File: config.mk
export PLATFORM = sky130hd
export DESIGN_NAME = lsq_spec_part
export DESIGN_NICKNAME = d
export VERILOG_FILES = /design/src/rtl/lsq_part_pkg.sv /design/src/rtl/lsq_region_ctrl.sv /design/src/rtl/lsq_entry_array.sv /design/src/rtl/lsq_search_pipe.sv /design/src/rtl/lsq_spec_part.sv
export SDC_FILE = /design/constraint.sdc
export NUM_CORES = 2
export LEC_CHECK = 0
export BUFFER_PORTS_ARGS = -buffer_cell sky130_fd_sc_hd__buf_2
export CAP_MARGIN = 20
export CORE_MARGIN = 3
export CORE_UTILIZATION = 45
export CTS_CLUSTER_DIAMETER = 120
export CTS_CLUSTER_SIZE = 10
export DETAILED_ROUTE_END_ITERATION = 6
export GPL_TIMING_DRIVEN = 1
export SLEW_MARGIN = 0
export SYNTH_ARGS = -nofsm -noshare
export SYNTH_HDL_FRONTEND = slang
export SYNTH_HIERARCHICAL = 1
export SYNTH_SLANG_ARGS = --single-unit
File: constraint.sdc
create_clock -name clk_i -period 10.3 [get_ports clk_i]
set_clock_uncertainty 0.2 [all_clocks]
set_input_delay 0.515 -clock clk_i [delete_from_list [all_inputs] [get_ports clk_i]]
set_output_delay 0.515 -clock clk_i [all_outputs]
set_load 0.005 [all_outputs]
File: src/rtl/lsq_part_pkg.sv
package lsq_part_pkg;
  typedef enum logic {ACC_LOAD = 1'b0, ACC_STORE = 1'b1} acc_kind_e;
endpackage

File: src/rtl/lsq_region_ctrl.sv
module lsq_region_ctrl #(
  parameter int NUM_THR = 3,
  parameter int Q_DEPTH = 24,
  parameter int THR_W   = 2,
  parameter int IDX_W   = 5
) (
  input  logic             clk_i,
  input  logic             rst_ni,
  input  logic             alloc_valid_i,
  input  logic [IDX_W-1:0] alloc_size_i,
  input  logic             disp_valid_i,
  input  logic [THR_W-1:0] disp_thr_i,
  input  logic             cmd_sq_valid_i,
  input  logic [THR_W-1:0] cmd_sq_thr_i,
  input  logic             viol_valid_i,
  input  logic [THR_W-1:0] viol_thr_i,
  input  logic             commit_i,
  output logic             alloc_grant_o,
  output logic             wr_en_o,
  output logic [IDX_W-1:0] wr_idx_o,
  output logic             hw_sq_o,
  output logic [THR_W-1:0] hw_sq_thr_o,
  output logic             kill_en_o,
  output logic [IDX_W-1:0] kill_from_o,
  output logic             ret_en_o,
  output logic [IDX_W-1:0] ret_lo_o,
  output logic [IDX_W-1:0] ret_hi_o
);
  localparam int SLOTS = 1 << THR_W;

  logic [IDX_W-1:0] base_q [SLOTS];
  logic [IDX_W-1:0] size_q [SLOTS];
  logic [IDX_W-1:0] fill_q [SLOTS];
  logic [THR_W-1:0] head_q, tail_q;
  logic [IDX_W-1:0] qtail_q;

  logic             disp_live, full, younger, ovf, cmd_live, viol_live;
  logic             sq_any, extend, sq_empty, commit_ok;
  logic [THR_W-1:0] ovf_thr, sq_t;

  function automatic logic is_live(input logic [THR_W-1:0] t);
    return (t >= head_q) && (t < tail_q);
  endfunction

  always_comb begin
    disp_live = disp_valid_i && is_live(disp_thr_i);
    full      = fill_q[disp_thr_i] == size_q[disp_thr_i];
    younger   = ((THR_W+1)'(disp_thr_i) + 1'b1) < (THR_W+1)'(tail_q);
    ovf       = disp_live && full && younger;
    ovf_thr   = disp_thr_i + 1'b1;
    cmd_live  = cmd_sq_valid_i && is_live(cmd_sq_thr_i);
    viol_live = viol_valid_i && is_live(viol_thr_i);
    // hardware squash: oldest of violation and overflow
    hw_sq_o     = viol_live;
    hw_sq_thr_o = viol_thr_i;
    if (ovf && (!hw_sq_o || ovf_thr < hw_sq_thr_o)) begin
      hw_sq_o     = 1'b1;
      hw_sq_thr_o = ovf_thr;
    end
    sq_any = hw_sq_o;
    sq_t   = hw_sq_thr_o;
    if (cmd_live && (!sq_any || cmd_sq_thr_i < sq_t)) begin
      sq_any = 1'b1;
      sq_t   = cmd_sq_thr_i;
    end
    wr_en_o   = disp_live && (!full || younger) && !(sq_any && disp_thr_i >= sq_t);
    wr_idx_o  = base_q[disp_thr_i] + fill_q[disp_thr_i];
    extend    = wr_en_o && full;
    sq_empty  = sq_any && (sq_t == head_q);
    commit_ok = !sq_any && commit_i && (head_q < tail_q);
    alloc_grant_o = alloc_valid_i && !sq_any && !commit_i && (alloc_size_i != '0) &&
                    (tail_q < THR_W'(NUM_THR)) &&
                    (({1'b0, qtail_q} + {1'b0, alloc_size_i}) <= (IDX_W+1)'(Q_DEPTH));
    kill_en_o   = sq_any;
    kill_from_o = base_q[sq_t];
    ret_en_o    = commit_ok;
    ret_lo_o    = base_q[head_q];
    ret_hi_o    = base_q[head_q] + size_q[head_q];
  end

  always_ff @(posedge clk_i or negedge rst_ni) begin
    if (!rst_ni) begin
      head_q  <= '0;
      tail_q  <= '0;
      qtail_q <= '0;
      for (int s = 0; s < SLOTS; s++) begin
        base_q[s] <= '0;
        size_q[s] <= '0;
        fill_q[s] <= '0;
      end
    end else begin
      if (sq_any) begin
        if (sq_empty) begin
          head_q  <= '0;
          tail_q  <= '0;
          qtail_q <= '0;
        end else begin
          tail_q  <= sq_t;
          qtail_q <= extend ? IDX_W'(Q_DEPTH) : base_q[sq_t];
          if (extend) size_q[disp_thr_i] <= IDX_W'(Q_DEPTH) - base_q[disp_thr_i];
        end
      end else if (commit_ok) begin
        if (head_q + 1'b1 == tail_q) begin
          head_q  <= '0;
          tail_q  <= '0;
          qtail_q <= '0;
        end else begin
          head_q <= head_q + 1'b1;
        end
      end else if (alloc_grant_o) begin
        base_q[tail_q] <= qtail_q;
        size_q[tail_q] <= alloc_size_i;
        fill_q[tail_q] <= '0;
        tail_q         <= tail_q + 1'b1;
        qtail_q        <= qtail_q + alloc_size_i;
      end
      if (wr_en_o) fill_q[disp_thr_i] <= fill_q[disp_thr_i] + 1'b1;
    end
  end

  p_alloc_fit_r2: assert property (@(posedge clk_i) disable iff (!rst_ni)
    alloc_grant_o |=> (qtail_q <= IDX_W'(Q_DEPTH)) && (tail_q == $past(tail_q) + 1'b1));

  p_squash_frees_r10: assert property (@(posedge clk_i) disable iff (!rst_ni)
    sq_any |=> (tail_q == $past(sq_t)) || (tail_q == '0));

  p_commit_head_r11: assert property (@(posedge clk_i) disable iff (!rst_ni)
    commit_ok |=> (head_q == $past(head_q) + 1'b1) || (tail_q == '0));

  p_ovf_squash_r4: assert property (@(posedge clk_i) disable iff (!rst_ni)
    ovf |-> hw_sq_o && (hw_sq_thr_o <= ovf_thr));

  for (genvar t = 0; t < NUM_THR; t++) begin : g_thr_chk
    p_fill_bound_r4: assert property (@(posedge clk_i) disable iff (!rst_ni)
      is_live(THR_W'(t)) |-> fill_q[t] <= size_q[t]);
    if (t + 1 < NUM_THR) begin : g_ord
      p_region_order_r3: assert property (@(posedge clk_i) disable iff (!rst_ni)
        (is_live(THR_W'(t)) && is_live(THR_W'(t + 1))) |-> (base_q[t] + size_q[t] <= base_q[t+1]));
    end
  end
endmodule

File: src/rtl/lsq_entry_array.sv
module lsq_entry_array
  import lsq_part_pkg::*;
#(
  parameter int Q_DEPTH = 24,
  parameter int IDX_W   = 5,
  parameter int THR_W   = 2,
  parameter int ADDR_W  = 16,
  parameter int DATA_W  = 32
) (
  input  logic              clk_i,
  input  logic              rst_ni,
  input  logic              wr_en_i,
  input  logic [IDX_W-1:0]  wr_idx_i,
  input  logic [THR_W-1:0]  wr_thr_i,
  input  acc_kind_e         wr_kind_i,
  input  logic [ADDR_W-1:0] wr_addr_i,
  input  logic [DATA_W-1:0] wr_data_i,
  input  logic              kill_en_i,
  input  logic [IDX_W-1:0]  kill_from_i,
  input  logic              ret_en_i,
  input  logic [IDX_W-1:0]  ret_lo_i,
  input  logic [IDX_W-1:0]  ret_hi_i,
  output logic              hit_o,
  output logic [DATA_W-1:0] hit_data_o,
  output logic              viol_o,
  output logic [THR_W-1:0]  viol_thr_o
);
  localparam int ENTRIES = 1 << IDX_W;

  logic              valid_q [ENTRIES];
  acc_kind_e         kind_q  [ENTRIES];
  logic [THR_W-1:0]  thr_q   [ENTRIES];
  logic [ADDR_W-1:0] addr_q  [ENTRIES];
  logic [DATA_W-1:0] data_q  [ENTRIES];

  // index order equals program order across threads
  always_comb begin
    hit_o      = 1'b0;
    hit_data_o = '0;
    viol_o     = 1'b0;
    viol_thr_o = '0;
    for (int i = 0; i < Q_DEPTH; i++) begin
      if (wr_kind_i == ACC_LOAD && valid_q[i] && kind_q[i] == ACC_STORE &&
          addr_q[i] == wr_addr_i && IDX_W'(i) < wr_idx_i) begin
        hit_o      = 1'b1;
        hit_data_o = data_q[i];
      end
    end
    for (int i = Q_DEPTH - 1; i >= 0; i--) begin
      if (wr_kind_i == ACC_STORE && valid_q[i] && kind_q[i] == ACC_LOAD &&
          addr_q[i] == wr_addr_i && IDX_W'(i) > wr_idx_i) begin
        viol_o     = 1'b1;
        viol_thr_o = thr_q[i];
      end
    end
  end

  always_ff @(posedge clk_i or negedge rst_ni) begin
    if (!rst_ni) begin
      for (int i = 0; i < ENTRIES; i++) valid_q[i] <= 1'b0;
    end else begin
      for (int i = 0; i < Q_DEPTH; i++) begin
        if ((kill_en_i && IDX_W'(i) >= kill_from_i) ||
            (ret_en_i && IDX_W'(i) >= ret_lo_i && IDX_W'(i) < ret_hi_i))
          valid_q[i] <= 1'b0;
      end
      if (wr_en_i) valid_q[wr_idx_i] <= 1'b1;
    end
  end

  always_ff @(posedge clk_i) begin
    if (wr_en_i) begin
      kind_q[wr_idx_i] <= wr_kind_i;
      thr_q[wr_idx_i]  <= wr_thr_i;
      addr_q[wr_idx_i] <= wr_addr_i;
      data_q[wr_idx_i] <= wr_data_i;
    end
  end

  p_slot_free_r3: assert property (@(posedge clk_i) disable iff (!rst_ni)
    wr_en_i |-> (!valid_q[wr_idx_i] || (kill_en_i && wr_idx_i >= kill_from_i)));

  p_write_lands_r3: assert property (@(posedge clk_i) disable iff (!rst_ni)
    wr_en_i |=> valid_q[$past(wr_idx_i)]);
endmodule

File: src/rtl/lsq_search_pipe.sv
module lsq_search_pipe #(
  parameter int LAT    = 3,
  parameter int DATA_W = 32,
  parameter int THR_W  = 2
) (
  input  logic              clk_i,
  input  logic              rst_ni,
  input  logic              vld_i,
  input  logic              hit_i,
  input  logic [DATA_W-1:0] data_i,
  input  logic              viol_i,
  input  logic [THR_W-1:0]  vthr_i,
  output logic              vld_o,
  output logic              hit_o,
  output logic [DATA_W-1:0] data_o,
  output logic              viol_o,
  output logic [THR_W-1:0]  vthr_o
);
  localparam int CNT_W = $clog2(LAT + 2);

  logic              vld_q  [LAT];
  logic              hit_q  [LAT];
  logic [DATA_W-1:0] data_q [LAT];
  logic              viol_q [LAT];
  logic [THR_W-1:0]  vthr_q [LAT];

  for (genvar k = 0; k < LAT; k++) begin : g_stage
    always_ff @(posedge clk_i or negedge rst_ni) begin
      if (!rst_ni) begin
        vld_q[k]  <= 1'b0;
        hit_q[k]  <= 1'b0;
        data_q[k] <= '0;
        viol_q[k] <= 1'b0;
        vthr_q[k] <= '0;
      end else if (k == 0) begin
        vld_q[k]  <= vld_i;
        hit_q[k]  <= hit_i;
        data_q[k] <= data_i;
        viol_q[k] <= viol_i;
        vthr_q[k] <= vthr_i;
      end else begin
        vld_q[k]  <= vld_q[k-1];
        hit_q[k]  <= hit_q[k-1];
        data_q[k] <= data_q[k-1];
        viol_q[k] <= viol_q[k-1];
        vthr_q[k] <= vthr_q[k-1];
      end
    end
  end

  assign vld_o  = vld_q[LAT-1];
  assign hit_o  = hit_q[LAT-1];
  assign data_o = data_q[LAT-1];
  assign viol_o = viol_q[LAT-1] && vld_q[LAT-1];
  assign vthr_o = vthr_q[LAT-1];

  // in-flight count, used only by the checks below
  logic [CNT_W-1:0] inflight_q;
  always_ff @(posedge clk_i or negedge rst_ni) begin
    if (!rst_ni) inflight_q <= '0;
    else         inflight_q <= inflight_q + CNT_W'(vld_i) - CNT_W'(vld_o);
  end

  p_ready_has_search_r9: assert property (@(posedge clk_i) disable iff (!rst_ni)
    vld_o |-> inflight_q != '0);

  p_inflight_bound_r9: assert property (@(posedge clk_i) disable iff (!rst_ni)
    inflight_q <= CNT_W'(LAT));
endmodule

File: src/rtl/lsq_spec_part.sv
module lsq_spec_part
  import lsq_part_pkg::*;
#(
  parameter int NUM_THR    = 3,
  parameter int Q_DEPTH    = 24,
  parameter int ADDR_W     = 16,
  parameter int DATA_W     = 32,
  parameter int SEARCH_LAT = 3,
  localparam int THR_W     = $clog2(NUM_THR + 1),
  localparam int IDX_W     = $clog2(Q_DEPTH + 1)
) (
  input  logic              clk_i,
  input  logic              rst_ni,
  input  logic              alloc_valid_i,
  input  logic [IDX_W-1:0]  alloc_size_i,
  output logic              alloc_grant_o,
  input  logic              disp_valid_i,
  input  logic [THR_W-1:0]  disp_thr_i,
  input  logic              disp_store_i,
  input  logic              disp_spec_i,
  input  logic [ADDR_W-1:0] disp_addr_i,
  input  logic [DATA_W-1:0] disp_data_i,
  input  logic              squash_cmd_i,
  input  logic [THR_W-1:0]  squash_cmd_thr_i,
  input  logic              commit_i,
  output logic              squash_o,
  output logic [THR_W-1:0]  squash_thr_o,
  output logic              ready_o,
  output logic              fwd_hit_o,
  output logic [DATA_W-1:0] fwd_data_o
);
  logic              wr_en, kill_en, ret_en;
  logic [IDX_W-1:0]  wr_idx, kill_from, ret_lo, ret_hi;
  logic              s_hit, s_viol, p_viol;
  logic [DATA_W-1:0] s_data;
  logic [THR_W-1:0]  s_vthr, p_vthr;
  acc_kind_e         kind;

  assign kind = disp_store_i ? ACC_STORE : ACC_LOAD;

  lsq_region_ctrl #(.NUM_THR(NUM_THR), .Q_DEPTH(Q_DEPTH), .THR_W(THR_W), .IDX_W(IDX_W)) u_ctrl (
    .clk_i, .rst_ni,
    .alloc_valid_i, .alloc_size_i,
    .disp_valid_i, .disp_thr_i,
    .cmd_sq_valid_i(squash_cmd_i), .cmd_sq_thr_i(squash_cmd_thr_i),
    .viol_valid_i(p_viol), .viol_thr_i(p_vthr),
    .commit_i,
    .alloc_grant_o,
    .wr_en_o(wr_en), .wr_idx_o(wr_idx),
    .hw_sq_o(squash_o), .hw_sq_thr_o(squash_thr_o),
    .kill_en_o(kill_en), .kill_from_o(kill_from),
    .ret_en_o(ret_en), .ret_lo_o(ret_lo), .ret_hi_o(ret_hi)
  );

  lsq_entry_array #(.Q_DEPTH(Q_DEPTH), .IDX_W(IDX_W), .THR_W(THR_W),
                    .ADDR_W(ADDR_W), .DATA_W(DATA_W)) u_array (
    .clk_i, .rst_ni,
    .wr_en_i(wr_en), .wr_idx_i(wr_idx), .wr_thr_i(disp_thr_i), .wr_kind_i(kind),
    .wr_addr_i(disp_addr_i), .wr_data_i(disp_data_i),
    .kill_en_i(kill_en), .kill_from_i(kill_from),
    .ret_en_i(ret_en), .ret_lo_i(ret_lo), .ret_hi_i(ret_hi),
    .hit_o(s_hit), .hit_data_o(s_data), .viol_o(s_viol), .viol_thr_o(s_vthr)
  );

  lsq_search_pipe #(.LAT(SEARCH_LAT), .DATA_W(DATA_W), .THR_W(THR_W)) u_pipe (
    .clk_i, .rst_ni,
    .vld_i(wr_en && disp_spec_i),
    .hit_i(s_hit), .data_i(s_data), .viol_i(s_viol), .vthr_i(s_vthr),
    .vld_o(ready_o), .hit_o(fwd_hit_o), .data_o(fwd_data_o),
    .viol_o(p_viol), .vthr_o(p_vthr)
  );

  p_squash_live_r7: assert property (@(posedge clk_i) disable iff (!rst_ni)
    squash_o |-> (squash_thr_o != '0));

  p_fwd_on_ready_r6: assert property (@(posedge clk_i) disable iff (!rst_ni)
    fwd_hit_o && !ready_o |-> !$past(ready_o) || $stable(fwd_hit_o));
endmodule

==> key figures <==
Outcome
  – Status: complete, no violations

Setup path
  – Crit-path max cell delay: 1.06 ns
  – Crit-path most repeated cell: ha_1
  – WP data arrival: 8.26 ns
  – Worst Path Max Fanout: 29
  – CP Data Required Time: 10.50 ns
  – Slowest stage cell, crit path: nor2_4
  – CP cell instances: inv_1, ha_1, a21oi_1, or4bb_1, o2111a_2, o21a_1, ha_1, nor2_1, o211a_1, a21oi_2, inv_1, ha_1, nand2b_1, a21oi_1, nor2_1, nor4_2, buf_4, nand3b_1, nor2_4, buf_4
  – WS Path Type: reg2reg
  – Worst setup EP type: flip-flop
  – Critical Path Source Type: flip-flop

Clocking
  – Htree depth: 4
  – Worst-path clk slew: 0.06 ns
  – Hold_buf cts: 36
  – Post-CTS Setup Bufs: 0
  – Post-CTS resize count: 0
  – Clk sinks: 1426
  – CTS buffer count: 160
  – Worst skew pair latency: 0.78 ns
  – Root buffer cell: clkbuf_16
  – Clock buffer depth: 3
  – CTS tree: yes

GRT
  – Gr usage total: 23.2%
  – Vias in the first global route: 34192
  – Grt total ovfl: 0
  – First-pass GRT wire length: 232000 um
  – Initial antenna violation count: 3
  – Largest net degree at the start of global routing: 90

Final layout
  – Final nets: 4282
  – Layout cells sized above 1: 11.9%
  – Area grow syn2layout: 13.0%
  – Final Non-Filler Cells: 6032

Routing
  – Iteration-0 DRC Markers: 3936
  – Total Wirelength: 158000 um
  – Pre-antenna DRT Iters: 6
  – Vias/cell: 5.84
  – Routed Antenna Nets: 0
  – Drt drc: 0
  – Drt wl/cell: 26.2 um
  – DR vias: 35198

Yosys
  – Seq cells post-synth: 1426
  – Synth unique cells: 90
  – Post-synth top cells: edfxtp_1, xnor2_1, a21oi_1
  – Top-area cell type share of the netlist area: 62.6%
  – Area leader, netlist: edfxtp_1
  – Top-count cell post-synth: edfxtp_1
  – Syn_area_per_cell: 14.5 um2
  – Post-synth EDFFs: 1222
  – Top cells by area, synth: edfxtp_1, dfrtp_1, xnor2_1
  – Synthesis warning total: 6
  – Synthesized Nets: 4150
  – Top FF cell, synth: edfxtp_1
  – Post-Synthesis Cells: 4043
  – Async S/R FF share, synth: 14.3%
  – Area of the mapped netlist: 58600 um2
  – Sequential share of the synthesized area: 71.3%

Placement
  – Placed Instances: 5702
  – HPWL after DPL: 93900 um
  – IO Port Bufs: 102
  – Routability Congestion: 0.897

Floorplan
  – Chip width: 367 um
  – Die area: 135000 um2
  – # rows: 131
  – Core footprint: 128000 um2
  – Num ports: 103
  – Die Ht: 367 um
  – Initial Utilization: 45.7%

Timing
  – Slew at the pin closest to its max-slew limit: 1.22 ns
  – Period utilization: 78.3%
  – # setup viols final: 0
  – RSZ-0062 raised after global routing: false
  – Setup TNS: 0 ns
  – Slew Limit Fails: 0
  – Slew headroom: 17.5%
  – Max Fclk: 124 MHz
  – Hold_ws: 0.0384 ns
  – Tmin final: 8.06 ns
  – Final count of hold timing violations: 0

Power
  – Total Power Consumption: 13.8 mW
  – Static Leak: 22.5 nW
  – Peak supply drop: 0.150 mV
  – Power density over cell area: 209 nW/um2

Job
  – Max Cap Viol: 0

Min path
  – Hold WC Path Type: in2reg
[flip-flops by register name, summed over array words and instances, names as in the netlist]
signal / cells
u_pipe/data_o: 32
u_pipe/hit_q: 2
u_ctrl/size_q: 20
u_array/addr_q: 384
u_array/data_q: 768
u_pipe/vthr_q: 4
u_pipe/data_q: 64
u_ctrl/fill_q: 20
u_pipe/vthr_o: 2
u_ctrl/base_q: 20
u_array/valid_q: 24
u_ctrl/tail_q: 2
u_ctrl/qtail_q: 5
u_pipe/vld_o: 1
u_pipe/viol_q: 3
u_pipe/hit_o: 1
u_array/thr_q: 46
u_pipe/vld_q: 2
u_ctrl/head_q: 2
u_array/kind_q: 24
[layout by cell type, fill, tap and decap left out, types with 97 or more instances in the layout]
cell type / n
edfxtp_1: 1222
a21oi_1: 252
buf_2: 102
clkbuf_16: 162
o211ai_1: 97
nor2_1: 184
nand2_1: 212
dfrtp_1: 204
xor2_1: 116
clkbuf_1: 116
buf_4: 97
xnor2_1: 293
o21ai_0: 167
[final timing paths]
kind,from,to,slack (ns),cells past startpoint
setup / recovery,u_ctrl/head_q[1],u_array/data_q[6][26],2.24,20
hold / removal,disp_data_i[8],u_array/data_q[7][8],0.04,1
setup reg to reg,u_ctrl/head_q[1],u_array/data_q[6][26],2.24,20
hold reg to reg,u_pipe/data_q[54],u_pipe/data_o[22],0.14,0
max in group asynchronous,rst_ni,u_array/valid_q[21],8.30,3
min in group asynchronous,rst_ni,u_pipe/data_o[25],0.14,2
[per-stage QoR]
stage               setup slack, ns  utilization [%]  area, um2
finish                         2.24             51.6      66200
floorplan                      2.66                -      58600
detailed placement             1.93             47.6      61100
global route                   1.85             51.6      66200
CTS                            2.26             51.5      66100
global placement               1.89             47.6      61100
[report_power, final]
part / internal (mW) / switching (mW) / total [mW]
Sequential: 6.52 / 0.143 / 6.66
Clock: 2.97 / 2.20 / 5.17
Combinational: 0.643 / 1.35 / 1.99
[layout make-up]
cell class / instances / area, um2
clock buffers: 278 / 4490
well taps: 1729 / 2160
clock inverters: 11 / 191
diodes: 1 / 2.50
flip-flops and latches: 1426 / 41800
inverters: 97 / 364
multi-input cells: 2248 / 15400
fillers: 10655 / 62100
repair buffers: 242 / 1730
[critical path: cells and delay by family (launching register included)]
family,cells,cell delay (ns)
AOI/OAI and AO/OA,6,1.55
adders and majority gates,3,0.99
buffers and inverters,4,1.21
DFF,1,0.92
and+or+nand+nor,7,2.75
[routing by layer]
layer  up-vias  GRT usage, %  share of wire (%)
met4         0          6.44                2.4
met3       247          4.77                8.5
li1      15583             -                  -
met1     17894          33.9                 44
met2      1474          35.5                 45
met5         -             0                  0
[kinds of logic (layout without fill, tap and decap cells)]
logic type	after synthesis	after routing	synth area share, %
AND/OR/NAND/NOR	846	846	7.21
XOR/XNOR	409	409	6.11
AO/OA/AOI/OAI	883	883	9.72
buffers and inverters	369	628	2.83
adder cells (fa/ha/maj)	42	42	0.948
flip-flops	1426	1426	71.3
multiplexers	68	68	1.84
other	0	1	0
Note: power is estimated with default switching activity, not from simulation.
